$ cat src/rtl/lr_div_pkg.sv
package lr_div_pkg;

    typedef enum logic [1:0] {
        ST_IDLE  = 2'd0,
        ST_ISSUE = 2'd1,
        ST_WAIT  = 2'd2,
        ST_FLUSH = 2'd3
    } lr_state_t;

    typedef enum logic [1:0] {
        SEL_SLOPE = 2'd0,
        SEL_ICPT  = 2'd1,
        SEL_MSE   = 2'd2
    } lr_sel_t;

endpackage

$ cat src/rtl/lr_udiv_core.sv
// Unsigned restoring divider, one quotient bit per cycle.
module lr_udiv_core #(
    parameter int NW = 24,
    parameter int DW = 16,
    localparam int CW = $clog2(NW + 1)
) (
    input  logic          clk,
    input  logic          rst_n,
    input  logic          start,
    input  logic [NW-1:0] dvd,
    input  logic [DW-1:0] dvs,
    output logic          done,
    output logic [NW-1:0] quo
);

    logic [DW-1:0] rem;
    logic [DW-1:0] dvs_r;
    logic [CW-1:0] cnt;
    logic [DW:0]   rem_sh;
    logic [DW+1:0] diff;

    always_comb begin
        rem_sh = {rem, quo[NW-1]};
        diff   = {1'b0, rem_sh} - {2'b00, dvs_r};
    end

    always_ff @(posedge clk or negedge rst_n) begin
        if (!rst_n) begin
            rem   <= '0;
            dvs_r <= '0;
            quo   <= '0;
            cnt   <= '0;
            done  <= 1'b0;
        end else if (start) begin
            rem   <= '0;
            dvs_r <= dvs;
            quo   <= dvd;
            cnt   <= CW'(NW);
            done  <= 1'b0;
        end else if (cnt != '0) begin
            if (!diff[DW+1]) begin
                rem <= diff[DW-1:0];
                quo <= {quo[NW-2:0], 1'b1};
            end else begin
                rem <= rem_sh[DW-1:0];
                quo <= {quo[NW-2:0], 1'b0};
            end
            cnt  <= cnt - 1'b1;
            done <= (cnt == CW'(1));
        end else begin
            done <= 1'b0;
        end
    end

endmodule

$ cat src/rtl/lr_sdiv.sv
// Signed fixed-point divider built around the unsigned core.
module lr_sdiv #(
    parameter int DW   = 16,
    parameter int FRAC = 8,
    localparam int NW  = DW + FRAC,
    localparam int QW  = NW + 1
) (
    input  logic                 clk,
    input  logic                 rst_n,
    input  logic                 start,
    input  logic signed [DW-1:0] num,
    input  logic signed [DW-1:0] den,
    output logic                 done,
    output logic signed [QW-1:0] quot
);

    logic [DW-1:0] num_mag;
    logic [DW-1:0] den_mag;
    logic [NW-1:0] dvd;
    logic [NW-1:0] mag_q;
    logic          neg_r;

    always_comb begin
        num_mag = num[DW-1] ? (~num + 1'b1) : num;
        den_mag = den[DW-1] ? (~den + 1'b1) : den;
    end

    generate
        if (FRAC > 0) begin : g_shift
            assign dvd = {num_mag, {FRAC{1'b0}}};
        end else begin : g_noshift
            assign dvd = num_mag;
        end
    endgenerate

    always_ff @(posedge clk or negedge rst_n) begin
        if (!rst_n) begin
            neg_r <= 1'b0;
        end else if (start) begin
            neg_r <= num[DW-1] ^ den[DW-1];
        end
    end

    lr_udiv_core #(.NW(NW), .DW(DW)) u_core (
        .clk   (clk),
        .rst_n (rst_n),
        .start (start),
        .dvd   (dvd),
        .dvs   (den_mag),
        .done  (done),
        .quo   (mag_q)
    );

    always_comb begin
        if (neg_r) quot = -$signed({1'b0, mag_q});
        else       quot =  $signed({1'b0, mag_q});
    end

endmodule

$ cat src/rtl/lr_thr_cmp.sv
// Cross-multiplied error threshold test: H*2^FRAC > T*K.
module lr_thr_cmp #(
    parameter int DW   = 16,
    parameter int TW   = 12,
    parameter int FRAC = 8,
    localparam int CW  = DW + TW + FRAC + 2
) (
    input  logic                 clk,
    input  logic                 rst_n,
    input  logic                 in_valid,
    input  logic signed [DW-1:0] h_num,
    input  logic signed [DW-1:0] k_den,
    input  logic [TW-1:0]        thr_lim,
    output logic                 thr_valid,
    output logic                 thr_over
);

    logic signed [CW-1:0] lhs;
    logic signed [CW-1:0] t_ext;
    logic signed [CW-1:0] k_ext;
    logic signed [CW-1:0] rhs;

    always_comb begin
        lhs   = $signed({{(CW-DW){h_num[DW-1]}}, h_num}) <<< FRAC;
        t_ext = $signed({{(CW-TW){1'b0}}, thr_lim});
        k_ext = $signed({{(CW-DW){k_den[DW-1]}}, k_den});
        rhs   = t_ext * k_ext;
    end

    always_ff @(posedge clk or negedge rst_n) begin
        if (!rst_n) begin
            thr_valid <= 1'b0;
            thr_over  <= 1'b0;
        end else begin
            thr_valid <= in_valid;
            if (in_valid) thr_over <= (lhs > rhs);
        end
    end

endmodule

$ cat src/rtl/lr_regdiv.sv
module lr_regdiv
    import lr_div_pkg::*;
#(
    parameter int DW   = 16,
    parameter int FRAC = 8,
    parameter int TW   = 12,
    localparam int NW  = DW + FRAC,
    localparam int QW  = NW + 1
) (
    input  logic                 clk,
    input  logic                 rst_n,
    input  logic                 in_valid,
    input  logic signed [DW-1:0] f_num,
    input  logic signed [DW-1:0] g_num,
    input  logic signed [DW-1:0] h_num,
    input  logic signed [DW-1:0] j_den,
    input  logic signed [DW-1:0] k_den,
    input  logic [TW-1:0]        thr_lim,
    output logic                 out_valid,
    output logic signed [QW-1:0] slope_q,
    output logic signed [QW-1:0] icpt_q,
    output logic signed [QW-1:0] mse_q,
    output logic                 div_zero,
    output logic                 thr_valid,
    output logic                 thr_over
);

    lr_state_t st, st_nx;
    lr_sel_t   sel;

    logic signed [DW-1:0] f_r, g_r, h_r, j_r, k_r;
    logic signed [DW-1:0] num_sel, den_sel;
    logic signed [QW-1:0] slot_s, slot_i;
    logic signed [QW-1:0] div_quot, res;
    logic                 div_start, div_done;
    logic                 accept, store, den_zero, dz_acc;

    // state register
    always_ff @(posedge clk or negedge rst_n) begin
        if (!rst_n) st <= ST_IDLE;
        else        st <= st_nx;
    end

    // transitions
    always_comb begin
        st_nx = st;
        unique case (st)
            ST_IDLE:  if (in_valid) st_nx = ST_ISSUE;
            ST_ISSUE: st_nx = ST_WAIT;
            ST_WAIT:  if (div_done) st_nx = (sel == SEL_MSE) ? ST_FLUSH : ST_ISSUE;
            ST_FLUSH: st_nx = ST_IDLE;
        endcase
    end

    // state-decoded controls
    always_comb begin
        div_start = (st == ST_ISSUE);
        out_valid = (st == ST_FLUSH);
        accept    = (st == ST_IDLE) && in_valid;
        store     = (st == ST_WAIT) && div_done;
    end

    // operand selection for the shared divider
    always_comb begin
        unique case (sel)
            SEL_ICPT: begin num_sel = g_r; den_sel = j_r; end
            SEL_MSE:  begin num_sel = h_r; den_sel = k_r; end
            default:  begin num_sel = f_r; den_sel = j_r; end
        endcase
        den_zero = (den_sel == '0);
        res      = den_zero ? '0 : div_quot;
    end

    lr_sdiv #(.DW(DW), .FRAC(FRAC)) u_div (
        .clk   (clk),
        .rst_n (rst_n),
        .start (div_start),
        .num   (num_sel),
        .den   (den_sel),
        .done  (div_done),
        .quot  (div_quot)
    );

    // operand capture, quotient slots and output registers
    always_ff @(posedge clk or negedge rst_n) begin
        if (!rst_n) begin
            f_r      <= '0;
            g_r      <= '0;
            h_r      <= '0;
            j_r      <= '0;
            k_r      <= '0;
            sel      <= SEL_SLOPE;
            dz_acc   <= 1'b0;
            slot_s   <= '0;
            slot_i   <= '0;
            slope_q  <= '0;
            icpt_q   <= '0;
            mse_q    <= '0;
            div_zero <= 1'b0;
        end else if (accept) begin
            f_r    <= f_num;
            g_r    <= g_num;
            h_r    <= h_num;
            j_r    <= j_den;
            k_r    <= k_den;
            sel    <= SEL_SLOPE;
            dz_acc <= 1'b0;
        end else if (store) begin
            dz_acc <= dz_acc | den_zero;
            unique case (sel)
                SEL_SLOPE: begin
                    slot_s <= res;
                    sel    <= SEL_ICPT;
                end
                SEL_ICPT: begin
                    slot_i <= res;
                    sel    <= SEL_MSE;
                end
                default: begin
                    slope_q  <= slot_s;
                    icpt_q   <= slot_i;
                    mse_q    <= res;
                    div_zero <= dz_acc | den_zero;
                    sel      <= SEL_SLOPE;
                end
            endcase
        end
    end

    lr_thr_cmp #(.DW(DW), .TW(TW), .FRAC(FRAC)) u_thr (
        .clk       (clk),
        .rst_n     (rst_n),
        .in_valid  (in_valid),
        .h_num     (h_num),
        .k_den     (k_den),
        .thr_lim   (thr_lim),
        .thr_valid (thr_valid),
        .thr_over  (thr_over)
    );

endmodule

$ cat config.mk
export PLATFORM = sky130hd
export DESIGN_NAME = lr_regdiv
export DESIGN_NICKNAME = d
export VERILOG_FILES = /design/src/rtl/lr_div_pkg.sv /design/src/rtl/lr_udiv_core.sv /design/src/rtl/lr_sdiv.sv /design/src/rtl/lr_thr_cmp.sv /design/src/rtl/lr_regdiv.sv
export SDC_FILE = /design/constraint.sdc
export NUM_CORES = 1
export LEC_CHECK = 0
export BUFFER_PORTS_ARGS = -buffer_cell sky130_fd_sc_hd__buf_2
export CAP_MARGIN = 25
export CORE_ASPECT_RATIO = 0.8
export CORE_MARGIN = 3
export CORE_UTILIZATION = 30
export CTS_BUF_LIST = sky130_fd_sc_hd__clkbuf_2
export DETAILED_ROUTE_END_ITERATION = 12
export GPL_TIMING_DRIVEN = 1
export SLEW_MARGIN = 20
export SYNTH_ARGS = -nofsm -noshare
export SYNTH_HDL_FRONTEND = slang
export SYNTH_SLANG_ARGS = --single-unit
export TNS_END_PERCENT = 5
$ cat constraint.sdc
create_clock -name clk -period 3.61 [get_ports clk]
set_clock_uncertainty 0.05 [all_clocks]
set_input_delay 0.1805 -clock clk [delete_from_list [all_inputs] [get_ports clk]]
set_output_delay 0.1805 -clock clk [all_outputs]
set_load 0.01 [all_outputs]
==> impl_metrics.py, run 1 <==
metrics = {
    "synth": {
        "synth_edf_count": 0,
        "synth_top_area_share_pct": 32.85,
        "synth_top_area_cell": "dfrtp_1",
        "async_flop_share_pct": 100.0,
        "synth-seq-cells": 276,
        "synth_nets": 2528,
        "yosysMostFrequentCell": "nand2_1",
        "synth_warnings": 0,
        "ys_seq_area_share_pct": 32.85,
        "synth_cell_types": 69,
        "postSynthCellCount": 2141,
        "synth_ff_type": "dfrtp_1",
        "synthesis.area_mm2": 0.02102,
        "avgSynthCellArea_um2": 9.820,
        "synthTopCellsByCount": "nand2_1, inv_1, dfrtp_1, fa_1, mux2_2",
        "synth_area_leaders": "dfrtp_1, fa_1, mux2_2",
    },
    "global_route": {
        "grt.overflow.total": 0,
        "first_global_vias": 17240,
        "antenna_found_initial": 7,
        "track_usage_pct": 15.91,
        "grt_pass1_wl_um": 93720,
        "grt_max_degree": 85,
    },
    "setup_path": {
        "cp-end-kind": "flop",
        "r2r_start": "sel[0]",
        "crit_type": "in -> reg",
        "critPathRequiredTime_ns": 4.39,
        "critPathLaunch": "thr_lim[2]",
        "crit_path_max_fanout": 5,
        "cp-start-kind": "input port",
        "cp.arrival_ns": 6.39,
        "r2r_slack_ns": 0.27,
    },
    "floorplan": {
        "initial_core_util_pct": 30.43,
        "fp.coreArea_mm2": 0.06908,
        "io-pin-count": 174,
        "die_height_um": 242.8,
        "die_x_um": 302.0,
        "rows": 86,
        "die-area_mm2": 0.07331,
    },
    "drt": {
        "routed-via-count": 16540,
        "viasPerCell": 4.569,
        "wl_per_cell_um": 15.49,
        "ant_nets": 0,
        "routed_wl_um": 56080,
        "drcViolationCount": 0,
        "first_pass_iters": 5,
        "drt_iter0_drc": 971,
    },
    "power_and_ir_drop": {
        "leakagePower_uw": 0.01320,
        "power_density_mw_per_mm2": 1043,
        "ir_drop_mv": 0.9262,
        "finalPower_uw": 28370,
    },
    "timing": {
        "hold_viol_final": 0,
        "max_freq_ghz": 0.1783,
        "fin_ws_ns": -2.000,
        "setup_violations": 1,
        "worstMarginPinSlew_ns": 0.8034,
        "max_slew_margin_pct": 46.44,
        "slew_viol_final": 0,
        "rsz0062_at_grt": "true",
        "fin_crit_ns": 5.610,
        "period_share_pct": 155.4,
    },
    "finish": {
        "multi_input_area_mm2": 0.01305,
        "finish.net_count": 3032,
        "drive_above_1_share_pct": 27.25,
        "seq_area_mm2": 0.006907,
        "areaGrowthSynthToFinish_pct": 29.33,
        "n_fill_cell": 6988,
    },
    "clock_network": {
        "cts_buffers": 74,
        "ctsHtreeMaxLevel": 3,
        "cts_tree": "yes",
        "clock_path_buffers": 3,
        "clkTransAtPathRegs_ns": 0.10,
        "worstSkewPairLatency_ns": 0.99,
        "numClockSinks": 276,
        "root_buffer": "clkbuf_2",
    },
    "outcome": {
        "violations": "negative setup slack",
        "status": "complete, but fails checks",
    },
    "placement": {
        "dp_slack_ns": -3.318,
        "gp_congestion": 0.8481,
        "dp.final_hpwl_um": 42880,
        "io_buffers": 173,
    },
    "job": {
        "max_cap_violations": 0,
    },
    "min_path": {
        "hold_class": "in -> reg",
        "min-delay-start": "in_valid",
    },
}
[final timing paths]
kind | to | cells after the start
max in group asynchronous | slope_q[19] | 4
max | u_thr.thr_over | 27
min in group asynchronous | u_div.u_core.dvs_r[15] | 4
min | u_thr.thr_over | 3
max reg2reg | mse_q[9] | 11
min reg2reg | slot_i[4] | 2
[stage by stage]
step | setup TNS [ns] | cells | hold WS, ns | area [um2] | util [%]
6_report | -2.000 | 3620 | 0.1807 | 27190 | 39.36
4_1_cts | -1.929 | 3612 | 0.02694 | 27050 | 39.15
5_1_grt | -2.118 | 3619 | 0.08451 | 27190 | 39.36
3_5_place_dp | -3.318 | 3312 | 0.1122 | 24170 | 34.99
3_3_place_gp | -3.286 | 3312 | 0.1097 | 24170 | 34.99
2_1_floorplan | -2.761 | 2141 | -0.1651 | 21140 | -
[where the power goes]
group | switching [uW] | total, uW | internal (uW)
clock | 1310 | 2210 | 901
sequential | 909 | 4980 | 4070
combinational | 10600 | 21200 | 10600
total | 12800 | 28400 | 15600
[per-layer routing]
| metal | wire length (um) | vias to the layer above | GRT usage [%] | share of wire, % |
|---|---|---|---|---|
| met3 | 2281 | 59 | 2.701 | 4.1 |
| met5 | 0 | - | 0 | 0 |
| met4 | 797 | 0 | 3.390 | 1.4 |
| met1 | 27930 | 8157 | 23.52 | 50 |
| li1 | - | 8048 | - | - |
| met2 | 25070 | 274 | 24.38 | 45 |
[cells by family after synthesis]
| family | after synthesis | synth area share, % |
|---|---|---|
| XOR/XNOR | 87 | 3.624 |
| flip-flops | 276 | 32.85 |
| multiplexers | 156 | 8.260 |
| buffers and inverters | 390 | 7.231 |
| AO/OA/AOI/OAI | 350 | 10.22 |
| AND/OR/NAND/NOR | 590 | 14.05 |
| adder cells (fa/ha/maj) | 292 | 23.77 |
[what timing repair did]
action	4_1_cts	5_1_grt
resized for setup	110	32
hold endpoints to repair	361	0
pin swaps	82	39
endpoints found under the setup margin	1	1
hold buffers	173	0
buffers inserted	5	3
gates cloned	1	0
[flip-flops by register name (all words and copies together), names as in the netlist]
signal / flops
u_div.u_core.quo: 24
div_zero: 1
g_r: 16
k_r: 16
u_div.u_core.cnt: 5
dz_acc: 1
u_thr.thr_valid: 1
u_thr.thr_over: 1
st: 2
h_r: 16
sel: 2
slot_i: 25
j_r: 16
u_div.u_core.rem: 16
icpt_q: 25
u_div.neg_r: 1
slope_q: 25
mse_q: 25
u_div.u_core.done: 1
u_div.u_core.dvs_r: 16
f_r: 16
slot_s: 25
[cell usage in the layout, fill, tap and decap left out, drive strengths merged, types with 21 or more instances in the layout]
| cell type | n |
|---|---|
| clkbuf | 103 |
| inv | 290 |
| dlygate4sd3 | 172 |
| nand2 | 318 |
| dfrtp | 276 |
| ha | 113 |
| a31oi | 21 |
| nor2 | 40 |
| a21oi | 75 |
| buf | 357 |
| nor3 | 28 |
| mux2 | 137 |
| fa | 179 |
| xor2 | 29 |
| and2 | 101 |
| o21ai | 150 |
| xnor2 | 58 |
[worst max-delay path, cell delays in order]
cell       delay, ns
bufbuf_16       0.24
and2_1          0.14
fa_1            0.50
inv_1           0.06
fa_1            0.53
inv_1           0.05
fa_1            0.45
fa_1            0.49
inv_1           0.05
fa_1            0.54
inv_1           0.07
ha_4            0.27
buf_4           0.14
nand2_4         0.06
a2111oi_4       0.38
buf_4           0.21
nor4b_4         0.05
o21a_1          0.21
xnor2_2         0.15
ha_1            0.29
and2_1          0.17
a221o_1         0.29
a221o_1         0.31
a21oi_2         0.12
o21ai_2         0.07
xnor2_1         0.13
a31o_2          0.23
[final cells by class]
| class | count | area share [%] |
|---|---|---|
| diodes | 6 | 0.05522 |
| multi-input cells | 1475 | 47.98 |
| inverters | 288 | 3.976 |
| repair buffers | 530 | 15.97 |
| flip-flops and latches | 276 | 25.40 |
| clock buffers | 103 | 1.896 |
| well taps | 924 | 4.252 |
| clock inverters | 18 | 0.4648 |
Note: power is estimated with default switching activity, not from simulation.
==> run 2, diff against run 1 <==
--- a/config.mk
+++ b/config.mk
@@ -7,7 +7,6 @@
 export LEC_CHECK = 0
 export BUFFER_PORTS_ARGS = -buffer_cell sky130_fd_sc_hd__buf_2
 export CAP_MARGIN = 25
-export CORE_ASPECT_RATIO = 0.8
 export CORE_MARGIN = 3
 export CORE_UTILIZATION = 30
 export CTS_BUF_LIST = sky130_fd_sc_hd__clkbuf_2
==> run 2 against run 1 <==
Compared with the run above: the flow still finishes with violations (negative setup slack); clock power decreased by 3%; total power shrank 2.7%; hold slack improved by 0.0056 ns; global-route usage fell by 0.47 points; critical path depth unchanged; maximum frequency increased by 1.4%; clock-buffer cell count down 8; critical endpoint unchanged.
==> impl_metrics.py, run 2 (synthesis results as in run 1) <==
metrics = {
    "floorplan": {
        "fp.coreArea_mm2": 0.06907,
        "die-area_mm2": 0.07329,
        "initial_core_util_pct": 30.44,
        "rows": 96,
        "die_height_um": 270.7,
        "io-pin-count": 174,
        "die_x_um": 270.7,
    },
    "timing": {
        "max_freq_ghz": 0.1807,
        "fin_ws_ns": -1.924,
        "worstMarginPinSlew_ns": 0.7883,
        "worst_hold_slack_ns": 0.1863,
        "setup_violations": 1,
        "max_slew_margin_pct": 47.45,
        "slew_viol_final": 0,
        "rsz0062_at_grt": "true",
        "hold_viol_final": 0,
        "period_share_pct": 153.3,
        "fin_crit_ns": 5.534,
    },
    "drt": {
        "routed-via-count": 16440,
        "wl_per_cell_um": 15.53,
        "routed_wl_um": 55650,
        "first_pass_iters": 7,
        "drt_iter0_drc": 800,
        "ant_nets": 0,
        "drcViolationCount": 0,
        "viasPerCell": 4.588,
    },
    "power_and_ir_drop": {
        "clkPwrFrac_pct": 7.8,
        "p_int_uw": 15120,
        "power_density_mw_per_mm2": 1034,
        "switching_share_pct": 45.21,
        "ir_drop_mv": 0.9591,
        "seqPwrFrac_pct": 17.7,
        "leakagePower_uw": 0.01295,
        "power.switching_uw": 12480,
        "p_comb_share_pct": 74.5,
    },
    "clock_network": {
        "cts_buffers": 75,
        "clock_path_buffers": 3,
        "cts_tree": "yes",
        "worstSkewPairLatency_ns": 0.95,
        "numClockSinks": 276,
        "root_buffer": "clkbuf_2",
        "clkTransAtPathRegs_ns": 0.09,
        "ctsHtreeMaxLevel": 3,
    },
    "placement": {
        "gp_congestion": 0.8500,
        "dpl-instance-area_mm2": 0.02401,
        "io_buffers": 173,
        "dp.final_hpwl_um": 43150,
    },
    "finish": {
        "drive_above_1_share_pct": 26.52,
        "final_area_mm2": 0.02668,
        "finish.net_count": 2998,
        "final_common_cell": "nand2_1",
        "areaGrowthSynthToFinish_pct": 26.89,
        "postLayoutCoreUtil_pct": 38.63,
        "mostFrequentLayoutCells": "nand2_1, inv_1, dfrtp_1",
    },
    "outcome": {
        "status": "complete, but fails checks",
        "violations": "negative setup slack",
    },
    "global_route": {
        "grtUsageMet3_pct": 1.969,
        "grtUsageMet2_pct": 25.62,
        "track_usage_pct": 15.44,
        "grt_pass1_wl_um": 91200,
        "top_usage_layer": "met2",
        "grt_max_degree": 99,
        "gr-usage-met1_pct": 21.13,
        "first_global_vias": 17200,
        "antenna_found_initial": 2,
        "grt.overflow.total": 0,
    },
    "setup_path": {
        "worstRegToRegCells": 12,
        "cp-start-kind": "input port",
        "critPathRequiredTime_ns": 4.41,
        "cp.arrival_ns": 6.33,
        "crit_path_max_fanout": 5,
        "crit_type": "in -> reg",
        "cp-end-kind": "flop",
    },
    "min_path": {
        "holdPathStages": 4,
        "hold_class": "in -> reg",
    },
    "job": {
        "max_cap_violations": 0,
    },
}
-- run 2: changes by cell type in the layout (fill, tap and decap cells not counted), sizes merged --
cell	change
buf	-11
bufbuf	-1
bufinv	-1
clkbuf	-8
clkinv	+2
clkinvlp	+1
diode	-5
dlygate4sd3	-23
inv	+2
-- run 2: timing repair --
item / CTS / global route
setup endpoints to repair: 1 / 1
setup buffers: 7 / 1
hold endpoints to repair: 359 / 0
pin swaps: 76 / 32
hold buffers: 150 / 0
resized for setup: 103 / 16
-- run 2: path summary, 6_finish.rpt --
check / start / to / slack, ns
max: k_den[14] / u_thr.thr_over / -1.92
min: k_den[6] / k_r[6] / 0.19
max in group asynchronous: rst_n / u_div.u_core.dvs_r[6] / 2.54
min reg2reg: slot_s[4] / slope_q[4] / 0.43
min in group asynchronous: rst_n / slope_q[4] / 0.31
max reg2reg: sel[0] / slot_s[4] / 0.25
-- run 2: routing by layer --
metal	wire [um]	vias to the layer above	share of wire, %
met3	1856	67	3.3
li1	-	7968	-
met5	0	-	0
met4	1040	0	1.9
met1	26350	8096	47
met2	26400	308	47
-- run 2: cell type report --
class                           count  area [um2]
Clock buffer                       95       475.5
Sequential cell                   276        6907
Multi-Input combinational cell   1475       12970
Clock inverter                     22       143.9
Fill cell                        6912       42390
Antenna cell                        1       2.502
Inverter                          288        1084
Timing Repair Buffer              495        3935
Tap cell                          931        1165
-- run 2: critical path: stages --
cell	delay, ns
buf_12	0.11
and2_4	0.15
fa_1	0.54
inv_1	0.05
fa_1	0.47
inv_1	0.05
fa_1	0.50
fa_1	0.52
inv_1	0.05
fa_1	0.49
inv_2	0.05
ha_4	0.22
a21o_1	0.15
a221o_1	0.30
a22o_1	0.25
nor4b_2	0.27
o21a_1	0.18
a21oi_1	0.07
o31a_1	0.24
ha_1	0.28
a21o_1	0.17
a21o_1	0.17
a221o_1	0.31
a21oi_1	0.10
o21ai_1	0.09
xnor2_1	0.13
a31o_2	0.22
-- run 2: power by group through the flow --
| stage | logic [uW] | clock network [uW] | registers, uW |
|---|---|---|---|
| final | 20600 | 2140 | 4890 |
| after global routing | 23200 | 2430 | 5040 |
| after CTS | 20500 | 2270 | 4900 |
| after detailed placement | 19200 | 0 | 4960 |
| after global placement | 18900 | 0 | 4940 |
| after floorplan | 13300 | 0 | 4610 |
-- run 2: per-stage QoR --
stage,total power (uW),cells,setup WS (ns),setup TNS [ns]
finish,27600,3583,-1.924,-1.924
global placement,23890,3306,-3.162,-3.162
detailed placement,24120,3306,-3.217,-3.217
CTS,27720,3580,-1.825,-1.825
floorplan,17940,2141,-2.761,-2.761
global route,30690,3583,-2.086,-2.086
==> run 3, diff against run 2 <==
--- a/config.mk
+++ b/config.mk
@@ -9,7 +9,7 @@
 export CAP_MARGIN = 25
 export CORE_MARGIN = 3
 export CORE_UTILIZATION = 30
-export CTS_BUF_LIST = sky130_fd_sc_hd__clkbuf_2
+export CTS_CLUSTER_SIZE = 8
 export DETAILED_ROUTE_END_ITERATION = 12
 export GPL_TIMING_DRIVEN = 1
 export SLEW_MARGIN = 20
==> constraint.sdc (replaced) <==
create_clock -name clk -period 6.8 [get_ports clk]
set_clock_uncertainty 0.05 [all_clocks]
set_input_delay 0.34 -clock clk [delete_from_list [all_inputs] [get_ports clk]]
set_output_delay 0.34 -clock clk [all_outputs]
set_load 0.01 [all_outputs]
==> run 3 against run 2 <==
Compared with the run above: the run now ends clean; via count down 5.6%; non-clock buffer count shrank 127; highest routed layer is now met5; cell count down 5.4%; setup slack improved by 2.2 ns; routed wire length shrank 5.0%; critical path depth up 2; clock power is 15% lower; critical endpoint unchanged; first-iteration DRC count decreased by 14%.
==> impl_metrics.py, run 3 (synthesis results as in run 1) <==
metrics = {
    "drt": {
        "drcViolationCount": 0,
        "first_pass_iters": 5,
        "drt_iter0_drc": 684,
        "wl_per_cell_um": 15.60,
        "routed_wl_um": 52890,
        "viasPerCell": 4.578,
        "routed-via-count": 15520,
        "ant_nets": 0,
    },
    "outcome": {
        "status": "complete, no violations",
    },
    "clock_network": {
        "numClockSinks": 276,
        "clock_path_buffers": 3,
        "worstSkewPairLatency_ns": 0.56,
        "clkTransAtPathRegs_ns": 0.05,
        "cts_buffers": 41,
        "cts_setup_buffers": 0,
        "ctsHtreeMaxLevel": 2,
        "root_buffer": "clkbuf_16",
        "cts_tree": "yes",
    },
    "timing": {
        "hold_viol_final": 0,
        "fin_crit_ns": 6.516,
        "max_slew_margin_pct": 38.31,
        "worstMarginPinSlew_ns": 0.9225,
        "slew_viol_final": 0,
        "period_share_pct": 95.82,
        "setup_violations": 0,
        "max_freq_ghz": 0.1535,
        "fin_ws_ns": 0.2841,
        "worst_hold_slack_ns": 0.01702,
    },
    "setup_path": {
        "cpMostUsedCell": "fa_1",
        "cp-end-kind": "flop",
        "cp-start-kind": "input port",
        "max_stage_delay_ns": 0.55,
        "path_delay_family": "adder cells",
        "cp.arrival_ns": 6.90,
        "crit_type": "in -> reg",
        "crit_path_max_fanout": 4,
        "critPathRequiredTime_ns": 7.19,
        "crit_path_top_delay_cell": "fa_1",
        "crit_buf_inv": 7,
    },
    "placement": {
        "dp.final_hpwl_um": 41530,
        "dpl-instance-area_mm2": 0.02375,
        "dpl.cell_count": 3284,
        "dp_slack_ns": -0.3204,
        "gp_congestion": 0.8404,
        "io_buffers": 173,
    },
    "global_route": {
        "antenna_found_initial": 4,
        "grt.overflow.total": 0,
        "first_global_vias": 15640,
        "grt_pass1_wl_um": 85950,
        "grt_max_degree": 121,
        "track_usage_pct": 14.44,
    },
    "power_and_ir_drop": {
        "p_comb_share_pct": 69.1,
        "finalPower_uw": 14340,
        "power_density_mw_per_mm2": 563.1,
        "clkPwrFrac_pct": 12.7,
        "power.switching_uw": 6238,
        "p_int_uw": 8104,
        "switching_share_pct": 43.49,
        "seqPwrFrac_pct": 18.3,
        "leakagePower_uw": 0.01240,
        "ir_drop_mv": 0.4832,
    },
    "job": {
        "max_cap_violations": 0,
    },
    "finish": {
        "areaGrowthSynthToFinish_pct": 21.14,
        "finish.net_count": 2837,
        "final_common_cell": "nand2_1",
        "final_cells": 3390,
        "seq_area_mm2": 0.006907,
        "mostFrequentLayoutCells": "nand2_1, inv_1, dfrtp_1",
        "multi_input_area_mm2": 0.01263,
        "drive_above_1_share_pct": 22.47,
        "final_area_mm2": 0.02547,
        "n_fill_cell": 6987,
    },
    "floorplan": {
        "io-pin-count": 174,
        "die_x_um": 270.7,
        "initial_core_util_pct": 30.44,
        "rows": 96,
        "die_height_um": 270.7,
        "die-area_mm2": 0.07329,
        "fp.coreArea_mm2": 0.06907,
    },
    "min_path": {
        "hold_class": "in -> reg",
    },
}
run 3: cell count changes in the layout (fill, tap and decap cells not counted), sizes merged:
cell,delta
clkinvlp,-2
dlygate4sd3,-100
diode,+1
clkinv,-11
bufinv,-1
clkbuf,-49
inv,-4
buf,-27
run 3: worst paths after layout:
kind                            from              to  slack (ns)  cells after the start
max                         k_den[7]  u_thr.thr_over        0.28                     29
min                        g_num[13]         g_r[13]        0.02                      2
max reg2reg                   sel[0]       mse_q[11]        2.62                     10
min reg2reg                 mse_q[3]        mse_q[3]        0.42                      2
max in group asynchronous      rst_n          k_r[8]        5.00                      4
min in group asynchronous      rst_n        mse_q[3]        0.42                      2
run 3: cell type report:
cell class,instances,area share (%)
inverter,288,4.245
timing repair buffer,368,10.02
clock inverter,4,0.2800
tap,931,4.574
sequential,276,27.12
multi-input combinational,1475,49.60
antenna,2,0.01965
clock buffer,46,4.141
run 3: per-stage QoR:
step | setup TNS (ns) | utilization (%)
3_5_place_dp | -0.3204 | 34.39
6_report | 0 | 36.88
4_1_cts | 0 | 36.71
5_1_grt | -0.06570 | 36.87
2_1_floorplan | 0 | -
3_3_place_gp | -0.3081 | 34.35
run 3: per-layer routing:
metal	track usage, %	wire [um]
met5	0	41
met4	2.442	744
met3	3.210	2899
met2	23.40	24190
met1	20.04	25010
run 3: repair_timing:
action / CTS / global route
setup endpoints to repair: 0 / 1
hold buffers: 48 / 1
endpoints found under the hold margin: 165 / 1
gates resized for setup: 0 / 2
run 3: power groups by stage:
stage / Clock, uW / Combinational (uW) / Sequential [uW]
6_report: 1820 / 9910 / 2620
5_1_grt: 1950 / 11300 / 2690
4_1_cts: 1880 / 10000 / 2610
3_5_place_dp: 0 / 9940 / 2630
3_3_place_gp: 0 / 9880 / 2620
2_1_floorplan: 0 / 6870 / 2450
